### config.mk
export PLATFORM = sky130hd
export DESIGN_NAME = sram_byte_ctrl
export DESIGN_NICKNAME = d
export VERILOG_FILES = /design/src/rtl/sram_ctrl_pkg.sv /design/src/rtl/sram_cycle_timer.sv /design/src/rtl/sram_lane_map.sv /design/src/rtl/sram_seq.sv /design/src/rtl/sram_byte_ctrl.sv
export SDC_FILE = /design/constraint.sdc
export NUM_CORES = 1
export LEC_CHECK = 0
export CAP_MARGIN = 20
export CORE_UTILIZATION = 44
export DETAILED_ROUTE_END_ITERATION = 10
export GPL_ROUTABILITY_DRIVEN = 0
export GPL_TIMING_DRIVEN = 0
export PLACE_DENSITY_LB_ADDON = 0.2
export SLEW_MARGIN = 10
export SYNTH_ARGS = -nofsm -noshare
export SYNTH_HDL_FRONTEND = slang
export SYNTH_HIERARCHICAL = 1
export SYNTH_SLANG_ARGS = --single-unit
### constraint.sdc
create_clock -name clk -period 2.5 [get_ports clk]
set_input_delay 0.25 -clock clk [delete_from_list [all_inputs] [get_ports clk]]
set_output_delay 0.25 -clock clk [all_outputs]
set_load 0.02 [all_outputs]
### src/rtl/sram_ctrl_pkg.sv
package sram_ctrl_pkg;

  typedef enum logic [2:0] {
    ST_IDLE,
    ST_WSET,
    ST_WPUL,
    ST_WHLD,
    ST_RTRN,
    ST_RWAIT,
    ST_REC,
    ST_RESP
  } seq_st_t;

  function automatic int ceil_div(input int num, input int den);
    return (num + den - 1) / den;
  endfunction

  function automatic int grade_ns(input int grade);
    case (grade)
      1:       return 120;
      2:       return 150;
      default: return 100;
    endcase
  endfunction

endpackage

### src/rtl/sram_cycle_timer.sv
module sram_cycle_timer #(
  parameter int CNT_W = 6
) (
  input  logic             clk,
  input  logic             rst_n,
  input  logic             load,
  input  logic [CNT_W-1:0] load_val,
  output logic             done
);
  logic [CNT_W-1:0] cnt_q;

  always_ff @(posedge clk or negedge rst_n) begin
    if (!rst_n)            cnt_q <= '0;
    else if (load)         cnt_q <= load_val;
    else if (cnt_q != '0)  cnt_q <= cnt_q - 1'b1;
  end

  assign done = (cnt_q == '0);
endmodule

### src/rtl/sram_lane_map.sv
module sram_lane_map #(
  parameter int LANES  = 2,
  parameter int LANE_W = 8,
  localparam int DW    = LANES * LANE_W
) (
  input  logic [LANES-1:0] mask,
  input  logic             lane_on,
  input  logic [DW-1:0]    dq_in,
  output logic [LANES-1:0] be_n,
  output logic [DW-1:0]    rd_masked
);
  for (genvar g = 0; g < LANES; g++) begin : g_lane
    assign be_n[g]                     = ~(lane_on & mask[g]);
    assign rd_masked[g*LANE_W +: LANE_W] = mask[g] ? dq_in[g*LANE_W +: LANE_W] : '0;
  end
endmodule

### src/rtl/sram_seq.sv
module sram_seq
  import sram_ctrl_pkg::*;
#(
  parameter int CNT_W   = 6,
  parameter int RD_CYC  = 25,
  parameter int WR_CYC  = 25,
  parameter int REC_CYC = 7
) (
  input  logic             clk,
  input  logic             rst_n,
  input  logic             req_fire,
  input  logic             req_write,
  input  logic             mask_zero,
  input  logic             rsp_fire,
  input  logic             tmr_done,
  output seq_st_t          st,
  output logic             tmr_load,
  output logic [CNT_W-1:0] tmr_val,
  output logic             cs_n,
  output logic             we_n,
  output logic             oe_n,
  output logic             drv_en,
  output logic             capture
);
  seq_st_t nxt;

  always_ff @(posedge clk or negedge rst_n) begin
    if (!rst_n) st <= ST_IDLE;
    else        st <= nxt;
  end

  always_comb begin
    nxt      = st;
    tmr_load = 1'b0;
    tmr_val  = '0;
    case (st)
      ST_IDLE:  if (req_fire) nxt = mask_zero ? ST_RESP : (req_write ? ST_WSET : ST_RTRN);
      ST_WSET:  begin nxt = ST_WPUL; tmr_load = 1'b1; tmr_val = CNT_W'(WR_CYC - 1); end
      ST_WPUL:  if (tmr_done) nxt = ST_WHLD;
      ST_WHLD:  begin nxt = ST_REC; tmr_load = 1'b1; tmr_val = CNT_W'(REC_CYC - 1); end
      ST_RTRN:  begin nxt = ST_RWAIT; tmr_load = 1'b1; tmr_val = CNT_W'(RD_CYC - 1); end
      ST_RWAIT: if (tmr_done) begin
                  nxt = ST_REC; tmr_load = 1'b1; tmr_val = CNT_W'(REC_CYC - 1);
                end
      ST_REC:   if (tmr_done) nxt = ST_RESP;
      ST_RESP:  if (rsp_fire) nxt = ST_IDLE;
      default:  nxt = ST_IDLE;
    endcase
  end

  assign cs_n    = !(st inside {ST_WSET, ST_WPUL, ST_WHLD, ST_RTRN, ST_RWAIT});
  assign we_n    = (st != ST_WPUL);
  assign oe_n    = (st != ST_RWAIT);
  assign drv_en  = (st inside {ST_WSET, ST_WPUL, ST_WHLD});
  assign capture = (st == ST_RWAIT) && tmr_done;


  idle_quiet_chk: assert property (@(posedge clk) disable iff (!rst_n)
    (st == ST_IDLE) |-> (cs_n && we_n && oe_n && !drv_en));

  we_qual_chk: assert property (@(posedge clk) disable iff (!rst_n)
    !we_n |-> (!cs_n && oe_n));

  we_hold_chk: assert property (@(posedge clk) disable iff (!rst_n)
    $rose(we_n) |-> (drv_en && !cs_n));

  oe_nodrv_chk: assert property (@(posedge clk) disable iff (!rst_n)
    !oe_n |-> !drv_en);

  oe_turn_chk: assert property (@(posedge clk) disable iff (!rst_n)
    $fell(oe_n) |-> $past(!drv_en));
endmodule

### src/rtl/sram_byte_ctrl.sv
module sram_byte_ctrl
  import sram_ctrl_pkg::*;
#(
  parameter int ADDR_W      = 16,
  parameter int DATA_W      = 16,
  parameter int CLK_PS      = 4000,
  parameter int SPEED_GRADE = 0
) (
  input  logic                 clk,
  input  logic                 rst_n,
  input  logic                 req_valid,
  output logic                 req_ready,
  input  logic                 req_write,
  input  logic [ADDR_W-1:0]    req_addr,
  input  logic [DATA_W-1:0]    req_wdata,
  input  logic [DATA_W/8-1:0]  req_mask,
  output logic                 rsp_valid,
  input  logic                 rsp_ready,
  output logic [DATA_W-1:0]    rsp_rdata,
  output logic                 busy,
  output logic [ADDR_W-1:0]    mem_addr,
  output logic [DATA_W-1:0]    mem_dq_o,
  output logic                 mem_dq_oe,
  input  logic [DATA_W-1:0]    mem_dq_i,
  output logic                 mem_cs_n,
  output logic                 mem_we_n,
  output logic                 mem_oe_n,
  output logic [DATA_W/8-1:0]  mem_be_n
);
  localparam int LANES     = DATA_W / 8;
  localparam int ACCESS_PS = grade_ns(SPEED_GRADE) * 1000;
  localparam int RD_CYC    = ceil_div(ACCESS_PS, CLK_PS);
  localparam int WR_CYC    = ceil_div(ACCESS_PS, CLK_PS);
  localparam int REC_RAW   = ceil_div(ACCESS_PS / 4, CLK_PS);
  localparam int REC_CYC   = (REC_RAW < 1) ? 1 : REC_RAW;
  localparam int MAX_CYC   = (RD_CYC > REC_CYC) ? RD_CYC : REC_CYC;
  localparam int CNT_W     = $clog2(MAX_CYC + 1);

  seq_st_t             st;
  logic                req_fire, rsp_fire, tmr_load, tmr_done, capture, lane_on;
  logic [CNT_W-1:0]    tmr_val;
  logic [ADDR_W-1:0]   addr_q;
  logic [DATA_W-1:0]   wdata_q, rdata_q, rd_masked;
  logic [LANES-1:0]    mask_q;
  logic                write_q;

  assign req_ready = (st == ST_IDLE);
  assign req_fire  = req_valid && req_ready;
  assign rsp_valid = (st == ST_RESP);
  assign rsp_fire  = rsp_valid && rsp_ready;
  assign busy      = !req_ready;

  always_ff @(posedge clk or negedge rst_n) begin
    if (!rst_n) begin
      addr_q  <= '0;
      wdata_q <= '0;
      mask_q  <= '0;
      write_q <= 1'b0;
      rdata_q <= '0;
    end else if (req_fire) begin
      addr_q  <= req_addr;
      wdata_q <= req_wdata;
      mask_q  <= req_mask;
      write_q <= req_write;
      rdata_q <= '0;
    end else if (capture && !write_q) begin
      rdata_q <= rd_masked;
    end
  end

  sram_seq #(
    .CNT_W(CNT_W), .RD_CYC(RD_CYC), .WR_CYC(WR_CYC), .REC_CYC(REC_CYC)
  ) u_seq (
    .clk(clk), .rst_n(rst_n), .req_fire(req_fire), .req_write(req_write),
    .mask_zero(req_mask == '0), .rsp_fire(rsp_fire), .tmr_done(tmr_done),
    .st(st), .tmr_load(tmr_load), .tmr_val(tmr_val), .cs_n(mem_cs_n),
    .we_n(mem_we_n), .oe_n(mem_oe_n), .drv_en(mem_dq_oe), .capture(capture)
  );

  sram_cycle_timer #(.CNT_W(CNT_W)) u_tmr (
    .clk(clk), .rst_n(rst_n), .load(tmr_load), .load_val(tmr_val), .done(tmr_done)
  );

  assign lane_on = !mem_cs_n;

  sram_lane_map #(.LANES(LANES), .LANE_W(8)) u_lanes (
    .mask(mask_q), .lane_on(lane_on), .dq_in(mem_dq_i),
    .be_n(mem_be_n), .rd_masked(rd_masked)
  );

  assign mem_addr  = addr_q;
  assign mem_dq_o  = wdata_q;
  assign rsp_rdata = rdata_q;


  lane_any_chk: assert property (@(posedge clk) disable iff (!rst_n)
    !mem_cs_n |-> (mem_be_n != {LANES{1'b1}}));

  zero_mask_chk: assert property (@(posedge clk) disable iff (!rst_n)
    (req_fire && req_mask == '0) |=> (rsp_valid && mem_cs_n));

  rsp_hold_chk: assert property (@(posedge clk) disable iff (!rst_n)
    (rsp_valid && !rsp_ready) |=> (rsp_valid && $stable(rsp_rdata)));
endmodule

==> impl_metrics.py <==
metrics = {
    "status": {
        "status": "completed",
    },
    "worst_setup_path": {
        "reg2reg_depth": 10,
        "required_ns": 2.76,
        "critPathLaunch": "u_tmr/cnt_q[0]",
        "cp_num_buf_inv": 4,
        "cpLargestDelayFamily": "simple AND/OR/NAND/NOR gates",
        "r2r_end": "rsp_rdata[9]",
        "cp_num_cells": 10,
        "crit_path_end_kind": "register",
        "cp_cell_sequence": "inv_1, ha_1, nor4b_4, inv_2, nor3_1, nor2b_1, clkbuf_2, buf_2, nand2_1, a21oi_1",
        "slowest_stage": "dfrtp_1",
        "worstSetupEndpoint": "rsp_rdata[9]",
        "r2r_start": "u_tmr/cnt_q[0]",
        "start_kind": "register",
        "crit_type": "reg -> reg",
        "worst-endpoint-arrival_ns": 2.51,
        "max_stage_delay_ns": 0.38,
        "cp_max_fo": 10,
        "reg2reg_slack_ns": 0.25,
    },
    "sta": {
        "fin_ws_ns": 0.252,
        "report.final.slew_viol_count": 0,
        "skew_ns": 0.00673,
        "slew-limit-headroom_pct": 50.1,
        "finalCritPeriodShare_pct": 89.9,
        "finalHoldViolCount": 0,
        "worst_pin_slew_ns": 0.748,
        "fmax_ghz": 0.445,
        "rsz0062_at_grt": "no",
        "totalNegativeSetupSlack_ns": 0,
        "period_needed_ns": 2.25,
        "finalSetupViolCount": 0,
        "hold_ws_ns": 0.488,
    },
    "global_route": {
        "grt.total_usage_pct": 19.4,
        "first_global_vias": 2163,
        "globalRouteOverflowTotal": 0,
        "grt_max_degree": 60,
        "antenna_found_initial": 0,
        "grt_pass1_wl_um": 10500,
    },
    "power_and_ir_drop": {
        "p_clk_share_pct": 19.4,
        "power.density_nw_per_um2": 1160,
        "power.leakage_nw": 1.89,
        "ir_worst_vdd_v": 0.000778,
        "power_switching_mw": 1.74,
        "swShare_pct": 34.7,
        "internal_power_mw": 3.28,
        "seqPwrFrac_pct": 32.2,
        "comb_power_share_pct": 48.4,
    },
    "logic_synthesis": {
        "synthCells": 241,
        "synth_cell_type_count": 40,
        "synth_edf_count": 0,
        "synthArstFlopShare_pct": 100,
        "synth-main-ff-cell": "dfrtp_1",
        "synth.top_cells.by_area": "dfrtp_1, mux2_4, nand2_1",
        "ys_warn_count": 6,
        "ys_ff_latch": 59,
        "syn_area_per_cell_um2": 12.0,
        "syn_area_um2": 2890,
        "yosysTopAreaCellShare_pct": 51.1,
        "yosys.area.top_type": "dfrtp_1",
        "seq_area_frac_synth_pct": 51.1,
        "synthesis.nets": 297,
    },
    "finish": {
        "fin_nets": 421,
        "area_delta_synth_final_pct": 50.2,
        "final_area_um2": 4340,
        "final_cell_mix": "clkdlybuf4s50_1, dfrtp_1, nand2_1",
        "final_util_pct": 68.4,
        "final_common_cell": "clkdlybuf4s50_1",
        "antenna_cells": 0,
        "drive_gt1_share_pct": 20.8,
    },
    "routing": {
        "drtAntennaViolNets": 0,
        "dr_total_vias": 2180,
        "wl_um": 6220,
        "wl_per_cell_um": 13.9,
        "drc": 0,
        "drt_iter0_markers": 65,
        "viasPerCell": 4.88,
        "firstDrtPassIters": 4,
    },
    "floorplanning": {
        "ios": 112,
        "rows": 29,
        "die_y_um": 83.1,
        "core_area_um2": 6350,
        "initial_core_util_pct": 45.5,
        "die_w_um": 83.1,
        "die_area_um2": 6900,
    },
    "placement": {
        "dp_slack_ns": -0.200,
        "dpl_cell_area_um2": 4100,
        "hpwlAfterDp_um": 4330,
        "io_buffers": 111,
    },
    "clocking": {
        "cts_tree": "built",
        "cts_max_path_buffers": 2,
        "htree_levels": 3,
        "clock_latency_ns": 0.34,
        "root_buffer": "clkbuf_8",
        "cts.sinks": 59,
        "path_clk_slew_ns": 0.07,
        "cts_buffers": 9,
    },
    "hold_path": {
        "worstHoldPathType": "reg -> reg",
    },
    "run": {
        "maxCapViolCount": 0,
    },
}
-- registers in the layout, summed over array words and instances (netlist names) --
signal	cells
mask_q	2
u_seq/st	3
mem_addr	16
mem_dq_o	16
u_tmr/cnt_q	5
rsp_rdata	16
write_q	1
-- metrics by stage --
step / instances / total power, mW
finish: 447 / 5.02
CTS: 447 / 5.08
global route: 447 / 5.32
detailed placement: 429 / 4.06
floorplan: 241 / 3.05
global placement: 429 / 4.01
-- routing by layer --
layer  up-vias  track usage, %  share of wire, %
li1       1044               -                 -
met1      1047            24.0                43
met2        81            31.3                50
met3         8            7.26               6.7
met4         0            6.58               1.1
met5         -               0                 0
-- repair_timing --
| action | in CTS | in global routing |
|---|---|---|
| gates resized for setup | 0 | 2 |
| pin swaps | 0 | 0 |
| setup endpoints to repair | 10 | 10 |
| hold buffers | 1 | 0 |
| buffers inserted | 1 | 0 |
| endpoints found under the hold margin | 32 | 0 |
-- power by group through the flow --
stage | clock network [mW] | registers, mW | logic (mW)
after detailed placement | 0 | 1.63 | 2.43
after CTS | 1.00 | 1.63 | 2.46
after global placement | 0 | 1.62 | 2.39
after global routing | 1.04 | 1.68 | 2.60
final | 0.974 | 1.62 | 2.43
after floorplan | 0 | 1.98 | 1.07
-- synthesized netlist by cell type (2+ instances only) --
library cell  count
dfrtp_1          59
buf_2             2
xnor2_1           4
inv_1             7
mux2_4           30
o21ai_0           2
clkbuf_1          3
nand2_1          42
o31ai_1           3
a21oi_1          19
and2_1           17
mux2_2            5
buf_12            4
nand3_1           3
nand2b_1          3
mux2_1            2
a21oi_2           2
buf_6             4
o32ai_1           2
nor3_1            2
nor2_1            4
buf_4             3
nor2b_1           2
-- worst min-delay path by stage --
stage,startpoint,to,slack [ns],depth (start not counted)
2_1_floorplan,rst_n,mask_q[0],-0.05,0
3_3_place_gp,mem_addr[2],mem_addr[2],0.47,1
3_5_place_dp,rst_n,rsp_rdata[10],0.37,1
4_1_cts,mem_addr[2],mem_addr[2],0.49,1
5_1_grt,req_addr[2],mem_addr[2],0.51,2
6_report,mem_addr[2],mem_addr[2],0.49,1
-- kinds of logic after synthesis --
family          after synthesis  share of synthesized area, %
compound gates               33                          6.92
mux                          37                          18.3
simple gates                 81                          14.5
flops                        59                          51.1
xor+xnor                      4                          1.21
buf+inv                      25                          7.40
other cells                   1                         0.130
fa+ha+maj                     1                         0.433
-- layout make-up --
type	count	area, um2
Fill cell	490	2010
Sequential cell	59	1480
Multi-Input combinational cell	157	1200
Timing Repair Buffer	113	1130
Buffer	17	185
Clock buffer	10	138
Tap cell	77	96.3
Clock inverter	6	88.8
Inverter	8	30.0
Note: power is estimated with default switching activity, not from simulation.
